## config.mk

```make
export PLATFORM = sky130hd
export DESIGN_NAME = noise_voice
export DESIGN_NICKNAME = d
export VERILOG_FILES = /design/src/rtl/noise_pkg.sv /design/src/rtl/nz_timer.sv /design/src/rtl/nz_lfsr.sv /design/src/rtl/nz_length.sv /design/src/rtl/nz_env.sv /design/src/rtl/noise_voice.sv
export SDC_FILE = /design/constraint.sdc
export NUM_CORES = 1
export LEC_CHECK = 0
export BUFFER_PORTS_ARGS = -buffer_cell sky130_fd_sc_hd__buf_2
export CAP_MARGIN = 40
export CORE_UTILIZATION = 35
export DETAILED_ROUTE_END_ITERATION = 16
export SYNTH_ARGS = -nofsm -noshare
export SYNTH_HDL_FRONTEND = slang
export SYNTH_SLANG_ARGS = --single-unit
```

## constraint.sdc

```tcl
create_clock -name clk -period 2.19 [get_ports clk]
set_input_delay 0.1095 -clock clk [delete_from_list [all_inputs] [get_ports clk]]
set_output_delay 0.1095 -clock clk [all_outputs]
set_load 0.005 [all_outputs]
```

## src/rtl/noise_pkg.sv

```systemverilog
package noise_pkg;

  typedef enum logic [1:0] {
    SEL_LEVEL = 2'd0,
    SEL_SPARE = 2'd1,
    SEL_TONE  = 2'd2,
    SEL_LOAD  = 2'd3
  } nz_sel_e;

  // Period tables, entry 0 in the least significant 12 bits.
  localparam logic [191:0] PER_REGION0 = {
    12'd4068, 12'd2034, 12'd1016, 12'd762, 12'd508, 12'd380, 12'd254, 12'd202,
    12'd160,  12'd128,  12'd96,   12'd64,  12'd32,  12'd16,  12'd8,   12'd4};

  localparam logic [191:0] PER_REGION1 = {
    12'd3778, 12'd1890, 12'd944, 12'd708, 12'd472, 12'd354, 12'd236, 12'd188,
    12'd148,  12'd118,  12'd88,  12'd60,  12'd30,  12'd14,  12'd8,   12'd4};

  // Length table, entry 0 in the least significant byte.
  localparam logic [255:0] LEN_TABLE_DEF = {
    8'd30, 8'd32, 8'd28, 8'd16, 8'd26, 8'd72, 8'd24, 8'd192,
    8'd22, 8'd96, 8'd20, 8'd48, 8'd18, 8'd24, 8'd16, 8'd12,
    8'd14, 8'd26, 8'd12, 8'd14, 8'd10, 8'd60, 8'd8,  8'd160,
    8'd6,  8'd80, 8'd4,  8'd40, 8'd2,  8'd20, 8'd254, 8'd10};

endpackage

```

## src/rtl/nz_timer.sv

```systemverilog
module nz_timer #(
  parameter int PER_W = 12,
  parameter int PER_N = 16,
  parameter int REGION = 0,
  parameter logic [PER_W*PER_N-1:0] TBL_A = noise_pkg::PER_REGION0,
  parameter logic [PER_W*PER_N-1:0] TBL_B = noise_pkg::PER_REGION1,
  localparam int IDX_W = $clog2(PER_N)
) (
  input  logic             clk,
  input  logic             rst,
  input  logic [IDX_W-1:0] idx,
  output logic             tick
);

  localparam logic [PER_W-1:0] ONE = {{(PER_W-1){1'b0}}, 1'b1};

  logic [PER_W-1:0] cnt_q;
  logic [PER_W-1:0] reload;

  generate
    if (REGION == 0) begin : g_region_a
      assign reload = TBL_A[idx*PER_W +: PER_W];
    end else begin : g_region_b
      assign reload = TBL_B[idx*PER_W +: PER_W];
    end
  endgenerate

  assign tick = (cnt_q <= ONE);

  always_ff @(posedge clk) begin
    if (rst) begin
      cnt_q <= ONE;
    end else if (tick) begin
      cnt_q <= reload;
    end else begin
      cnt_q <= cnt_q - ONE;
    end
  end

endmodule

```

## src/rtl/nz_lfsr.sv

```systemverilog
module nz_lfsr #(
  parameter int W      = 15,
  parameter int TAP_M0 = 1,
  parameter int TAP_M1 = 6
) (
  input  logic         clk,
  input  logic         rst,
  input  logic         step,
  input  logic         mode,
  output logic [W-1:0] q
);

  logic fb;

  assign fb = q[0] ^ (mode ? q[TAP_M1] : q[TAP_M0]);

  always_ff @(posedge clk) begin
    if (rst) begin
      q <= {{(W-1){1'b0}}, 1'b1};
    end else if (step) begin
      q <= {fb, q[W-1:1]};
    end
  end

endmodule

```

## src/rtl/nz_length.sv

```systemverilog
module nz_length #(
  parameter int LEN_W = 8,
  parameter int LEN_N = 32,
  parameter logic [LEN_W*LEN_N-1:0] LEN_TABLE = noise_pkg::LEN_TABLE_DEF,
  localparam int SEL_W = $clog2(LEN_N)
) (
  input  logic             clk,
  input  logic             rst,
  input  logic             en,
  input  logic             halt,
  input  logic             half_tick,
  input  logic             len_busy,
  input  logic             load,
  input  logic [SEL_W-1:0] sel,
  output logic [LEN_W-1:0] cnt
);

  logic nonzero;
  logic load_ok;

  assign nonzero = (cnt != '0);
  assign load_ok = load && !(len_busy && nonzero);

  always_ff @(posedge clk) begin
    if (rst) begin
      cnt <= '0;
    end else if (!en) begin
      cnt <= '0;
    end else if (load_ok) begin
      cnt <= LEN_TABLE[sel*LEN_W +: LEN_W];
    end else if (half_tick && !halt && nonzero) begin
      cnt <= cnt - 1'b1;
    end
  end

endmodule

```

## src/rtl/nz_env.sv

```systemverilog
module nz_env #(
  parameter int VOL_W = 4
) (
  input  logic             clk,
  input  logic             rst,
  input  logic             qtr_tick,
  input  logic             restart,
  input  logic             loop_en,
  input  logic             const_vol,
  input  logic [VOL_W-1:0] setting,
  output logic [VOL_W-1:0] level
);

  logic             start_q;
  logic [VOL_W-1:0] div_q;
  logic [VOL_W-1:0] decay_q;

  always_ff @(posedge clk) begin
    if (rst) begin
      start_q <= 1'b0;
      div_q   <= '0;
      decay_q <= '0;
    end else begin
      if (qtr_tick) begin
        if (start_q) begin
          start_q <= 1'b0;
          decay_q <= '1;
          div_q   <= setting;
        end else if (div_q == '0) begin
          div_q <= setting;
          if (decay_q != '0) begin
            decay_q <= decay_q - 1'b1;
          end else if (loop_en) begin
            decay_q <= '1;
          end
        end else begin
          div_q <= div_q - 1'b1;
        end
      end
      if (restart) begin
        start_q <= 1'b1;
      end
    end
  end

  assign level = const_vol ? setting : decay_q;

endmodule

```

## src/rtl/noise_voice.sv

```systemverilog
module noise_voice #(
  parameter int DATA_W = 8,
  parameter int LFSR_W = 15,
  parameter int TAP_M0 = 1,
  parameter int TAP_M1 = 6,
  parameter int PER_W  = 12,
  parameter int PER_N  = 16,
  parameter int REGION = 0,
  parameter logic [PER_W*PER_N-1:0] PER_TBL_A = noise_pkg::PER_REGION0,
  parameter logic [PER_W*PER_N-1:0] PER_TBL_B = noise_pkg::PER_REGION1,
  parameter int LEN_W  = 8,
  parameter int LEN_N  = 32,
  parameter logic [LEN_W*LEN_N-1:0] LEN_TABLE = noise_pkg::LEN_TABLE_DEF,
  parameter int VOL_W  = 4
) (
  input  logic              clk,
  input  logic              rst,
  input  logic              wr_en,
  input  logic [1:0]        wr_sel,
  input  logic [DATA_W-1:0] wr_data,
  input  logic              qtr_tick,
  input  logic              half_tick,
  input  logic              chan_en,
  input  logic              len_busy,
  output logic [VOL_W-1:0]  sample_out
);

  import noise_pkg::*;

  localparam int IDX_W   = $clog2(PER_N);
  localparam int LSEL_W  = $clog2(LEN_N);
  localparam int HALT_B  = 5;
  localparam int CONST_B = 4;
  localparam int MODE_B  = DATA_W - 1;

  logic              halt_q;
  logic              constv_q;
  logic [VOL_W-1:0]  vol_q;
  logic              mode_q;
  logic [IDX_W-1:0]  idx_q;

  logic              shift_tick;
  logic [LFSR_W-1:0] lfsr_q;
  logic [LEN_W-1:0]  len_cnt;
  logic [VOL_W-1:0]  level;
  logic              load_wr;

  assign load_wr = wr_en && (nz_sel_e'(wr_sel) == SEL_LOAD);

  always_ff @(posedge clk) begin
    if (rst) begin
      halt_q   <= 1'b0;
      constv_q <= 1'b0;
      vol_q    <= '0;
      mode_q   <= 1'b0;
      idx_q    <= '0;
    end else if (wr_en) begin
      if (nz_sel_e'(wr_sel) == SEL_LEVEL) begin
        halt_q   <= wr_data[HALT_B];
        constv_q <= wr_data[CONST_B];
        vol_q    <= wr_data[VOL_W-1:0];
      end
      if (nz_sel_e'(wr_sel) == SEL_TONE) begin
        mode_q <= wr_data[MODE_B];
        idx_q  <= wr_data[IDX_W-1:0];
      end
    end
  end

  nz_timer #(
    .PER_W(PER_W), .PER_N(PER_N), .REGION(REGION),
    .TBL_A(PER_TBL_A), .TBL_B(PER_TBL_B)
  ) u_timer (
    .clk(clk), .rst(rst), .idx(idx_q), .tick(shift_tick)
  );

  nz_lfsr #(.W(LFSR_W), .TAP_M0(TAP_M0), .TAP_M1(TAP_M1)) u_lfsr (
    .clk(clk), .rst(rst), .step(shift_tick), .mode(mode_q), .q(lfsr_q)
  );

  nz_length #(.LEN_W(LEN_W), .LEN_N(LEN_N), .LEN_TABLE(LEN_TABLE)) u_len (
    .clk(clk), .rst(rst), .en(chan_en), .halt(halt_q),
    .half_tick(half_tick), .len_busy(len_busy), .load(load_wr),
    .sel(wr_data[DATA_W-1 -: LSEL_W]), .cnt(len_cnt)
  );

  nz_env #(.VOL_W(VOL_W)) u_env (
    .clk(clk), .rst(rst), .qtr_tick(qtr_tick), .restart(load_wr),
    .loop_en(halt_q), .const_vol(constv_q), .setting(vol_q), .level(level)
  );

  always_ff @(posedge clk) begin
    if (rst) begin
      sample_out <= '0;
    end else if ((len_cnt != '0) && !lfsr_q[0]) begin
      sample_out <= level;
    end else begin
      sample_out <= '0;
    end
  end

endmodule

```

**Word-level counts from Yosys, hierarchy flattened**

Index checks and enable logic that the tools add are counted.
W data, S select, Z words.

- Register bits: 59
- Input bits: 17
- Output and inout port bits: 4
- Logic and storage cells: 60

- $add $sub $neg: 4
- Multiply operators: 1
- Order comparisons: 1
- Equal/unequal tests: 2
- Shifts and indexed selects: 2
- Mux-type cells: 13
- Bitwise logic cells: 3
- Reduce and logical (&&, ||, !) cells: 22

Operators with widths:

| kind | number |
|---|---|
| $shiftx A256 B9 Y8 const A | 1 |
| $shiftx A192 B9 Y12 const A | 1 |
| $mux W4 | 7 |
| $mux W8 | 2 |
| $le A12 B1 Y1 const B | 1 |
| $mux W12 | 1 |
| $sub A12 B1 Y12 const B | 1 |
| $reduce_bool A8 Y1 | 1 |
| $sub A4 B1 Y4 const B | 2 |
| $sub A8 B1 Y8 const B | 1 |
| $logic_and A1 B1 Y1 | 6 |
| $mul A4 B2 Y6 const B | 1 |
| $reduce_bool A2 Y1 | 3 |
| $eq A2 B2 Y1 const B | 2 |
| $logic_not A4 Y1 | 1 |
| $reduce_and A2 Y1 | 2 |
| $reduce_bool A4 Y1 | 1 |
| $reduce_or A2 Y1 | 2 |
| $logic_not A1 Y1 | 3 |
| $mux W1 | 3 |
| $reduce_and A3 Y1 | 1 |
| $reduce_bool A3 Y1 | 1 |
| $logic_not A2 Y1 | 1 |
| $not A1 Y1 | 2 |
| $xor A1 B1 Y1 | 1 |

**Depth between registers and ports, before layout**

- Word-level depth: 5
- Gate-level depth with buffers: 7
- Depth with buffers taken out: 6

**Cells and area by module**

Synthesis repeated with hierarchy kept, for this count alone.

- Cell total of the unflattened synthesis: 386
- Area total of the unflattened synthesis: 3455.8 sq um

By module, submodules not included:

| module | times used | cells an instance | area an instance (sq um) | seq. area each (sq um) |
|---|---|---|---|---|
| nz_length | 1 | 111 | 843.3 | 160.2 |
| nz_timer | 1 | 93 | 795.8 | 240.2 |
| noise_voice | 1 | 62 | 646.9 | 300.3 |
| nz_env | 1 | 68 | 599.3 | 180.2 |
| nz_lfsr | 1 | 52 | 570.5 | 300.3 |

**Least setup slack after synthesis**

OpenSTA, ideal clock, no wires.

- Path type: register -> register
- Start: register u_timer.cnt_q[6]
- End: register u_timer.cnt_q[8]
- Arrival: 1.838 ns
- Path slack: 0.282 ns
- Cell stages (with the launch flop): 7
- Path buffers: 2
- Clock period less this slack: 1.908 ns
- Cell sequence: dfxtp_1 > or3_1 > buf_2 > or3_1 > clkbuf_2 > or4_1 > a21oi_1

- Cells in the longest elaborated chain, start to end: 2
- Elaborated cells on any way between the ends: 3

RTL lines:

| what | RTL line | RTL |
|---|---|---|
| start, declared | nz_timer.sv:17 | `logic [PER_W-1:0] cnt_q;` |
| start signal, assigned | nz_timer.sv:34 | `cnt_q <= reload;` |
| start signal, assigned | nz_timer.sv:36 | `cnt_q <= cnt_q - ONE;` |
| $sub A12 B1 Y12 / $le A12 B1 Y1 (equally long branches) | nz_timer.sv:36, nz_timer.sv:28 |  |
| $mux W12 * | nz_timer.sv:33 | `end else if (tick) begin` |

Mark *: on every way between the ends. The rest lies on a longest branch, timed or not.
A chain may end at the register's enable or synchronous reset.

**Final worst setup path**

- Start: register u_len.cnt[1]
- End: register u_len.cnt[4]

- Cells in the longest elaborated chain, start to end: 5
- Elaborated cells on any way between the ends: 9

RTL lines:

| what | RTL line | RTL |
|---|---|---|
| start, declared | nz_length.sv:15 | `output logic [LEN_W-1:0] cnt` |
| start signal, assigned | nz_length.sv:30 | `cnt <= LEN_TABLE[sel*LEN_W +: LEN_W];` |
| start signal, assigned | nz_length.sv:32 | `cnt <= cnt - 1'b1;` |
| branches (longest 5 deep; another with $sub A8 B1 Y8) | - |  |

Several ways; the timed one is not identified. The select of a mux whose other input is x is not followed.

==> results.json <==
{
  "run_status": "finished clean",
  "grt_overflow": 0,
  "cp-start-kind": "flop",
  "antenna_found_initial": 0,
  "grt_max_degree": 28,
  "drt-initial-drc-count": 145,
  "finalWirelength_um": 7490,
  "synth.top_cell.area_share": 0.360,
  "synth_area_um2": 3280,
  "coreArea_um2": 8890,
  "synth_enable_flop_cells": 0,
  "rows": 34,
  "grt.total_usage": 0.161,
  "setup_viol": 0,
  "vias_per_cell": 5.69,
  "dp_hpwl_um": 5160,
  "worst_pin_slew_ps": 664,
  "power.share.switching": 0.388,
  "start_util": 0.369,
  "vias": 2944,
  "cts-buffers-inserted": 9,
  "r2r_setup_slack_ps": 150,
  "p_total_uw": 3870,
  "path_clk_slew_ps": 70,
  "syn_nets": 425,
  "cts_max_level": 3,
  "io_buffers": 20,
  "synth_warnings": 0,
  "io_pins": 21,
  "postCtsHoldBufs": 0,
  "combinationalPowerShare": 0.394,
  "leakagePower_uw": 0.00132,
  "crit_type": "flop to flop",
  "clock_sinks": 59,
  "hold_path.class": "input port to flop",
  "synth-seq-cells": 59,
  "clk_latency_ps": 330,
  "finalCritPeriodShare": 0.933,
  "critPathMaxFanout": 6,
  "cp.arrival_ps": 2280,
  "drv_cap": 0,
  "cts_buffer_depth": 2,
  "synth.largest_area_cell": "dfxtp_1",
  "post_cts_resized": 0,
  "synthArstFlopShare": 0,
  "clkPwrFrac": 0.250,
  "cts_tree": "yes",
  "syn-mean-instance-area_um2": 8.28,
  "syn2layout_area_growth_pct": 12.1,
  "clockRootBuffer": "clkbuf_8",
  "synth_flop_cell": "dfxtp_1",
  "p_switching_uw": 1500,
  "endpoint_kind": "flop",
  "post-route-drc-count": 0,
  "powerDensity_nw_per_um2": 1050,
  "whs_ps": 33.7,
  "ys_seq_area_frac": 0.360,
  "seq_power_share": 0.356,
  "synth.area.top_cells": "dfxtp_1 36%, mux2i_1 5.5%, a21oi_1 4.9%, ha_1 4.6%, o21ai_0 4.3%",
  "wire_per_inst_um": 14.5,
  "max_freq_mhz": 490,
  "synth_cells": 396,
  "grt_pass1_vias": 2670,
  "finalCriticalPeriod_ps": 2040,
  "fp.dieH_um": 98.8,
  "postRouteAntennaNets": 0,
  "gp_congestion": 0.880,
  "yosysUniqueCellTypes": 60,
  "die_w_um": 98.8,
  "fin_nets": 433,
  "grt_pass1_wl_um": 12700,
  "final_layout_size_suffix_gt1_frac": 0.139,
  "ir_drop_mv": 0.485,
  "rsz0062_at_grt": "false",
  "synthTopCellsByCount": "59 x dfxtp_1, 33 x nor2_1, 32 x a21oi_1",
  "fin_setup_tns_ps": 0,
  "yosysMostFrequentCell": "dfxtp_1",
  "finalHoldViolations": 0,
  "slew_viol_final": 0,
  "clock_skew_ps": 8.08,
  "internal_power_uw": 2370,
  "n_antenna_cell": 0,
  "cts_setup_buffers": 0,
  "worstPathRequired_ps": 2430,
  "first_pass_iters": 4,
  "relSlewSlack": 0.556,
  "dieArea_um2": 9760
}
[placed cells by master (no fill, tap or decap), types with 8 or more instances in the layout]
master	count
inv_1	21
nand2_1	9
a211oi_1	17
dfxtp_1	59
xnor2_1	8
o21ai_0	28
buf_2	20
a21oi_1	32
nand3_1	22
nor2_1	33
clkbuf_8	9
nor3_1	11
mux2i_1	18
ha_1	12
[per-stage QoR]
step / setup slack, ps / cell area (um2) / cells / utilization
final: 147 / 3680 / 517 / 0.414
after floorplan: 282 / 3280 / 396 / -
after CTS: 17.2 / 3670 / 517 / 0.412
after global placement: 144 / 3470 / 501 / 0.391
after global routing: 47.0 / 3680 / 517 / 0.414
after detailed placement: 61.6 / 3470 / 501 / 0.391
[routing by layer]
metal	GRT usage	vias up	wire, um
li1	-	1490	-
met1	0.226	1390	3790
met2	0.245	53	3360
met3	0.0241	11	225
met4	0.0689	0	124
met5	0	-	0
[path summary, 6_finish.rpt]
path	depth (start not counted)	endpoint	from
worst max-delay path	6	u_len.cnt[4]	u_len.cnt[1]
worst min-delay path	3	vol_q[1]	wr_data[1]
worst min register to register	2	u_lfsr.q[11]	u_lfsr.q[12]
worst max register to register	6	u_len.cnt[4]	u_len.cnt[1]
[kinds of logic after synthesis]
| family | Yosys count | synth area share |
|---|---|---|
| AOI/OAI and AO/OA | 127 | 0.255 |
| xor gates and xnor gates | 10 | 0.0267 |
| adders and majority gates | 13 | 0.0488 |
| buffers and inverters | 52 | 0.0603 |
| DFF | 59 | 0.360 |
| muxes | 19 | 0.0584 |
| and+or+nand+nor | 116 | 0.191 |
[power groups by stage]
stage          sequential [uW]  combinational [uW]  clock, uW
3_5_place_dp              1400                1510          0
3_3_place_gp              1400                1500          0
6_report                  1380                1520        970
2_1_floorplan             1350                1150          0
4_1_cts                   1380                1520       1000
5_1_grt                   1410                1700       1050
[area by class of cell]
| cell class | instances | area, um2 |
|---|---|---|
| clock inverters | 7 | 68.8 |
| clock buffers | 9 | 124 |
| flip-flops and latches | 59 | 1180 |
| multi-input cells | 285 | 1920 |
| repair buffers | 28 | 173 |
| inverters | 21 | 78.8 |
| fillers | 896 | 5210 |
| well taps | 108 | 135 |
[state kept, by name, indices dropped and copies added (netlist names)]
register       flops
mode_q             1
u_timer.cnt_q     12
u_len.cnt          8
idx_q              4
u_env.start_q      1
u_env.div_q        4
u_env.decay_q      4
u_lfsr.q          15
sample_out         4
halt_q             1
vol_q              4
constv_q           1
[worst max-delay path: stages (launching register included)]
cell,delay (ps)
dfxtp_1,320
inv_1,100
ha_1,200
or4b_2,680
o21ai_4,260
a221oi_1,130
a311oi_1,260
(Power assumes the default switching activity.)
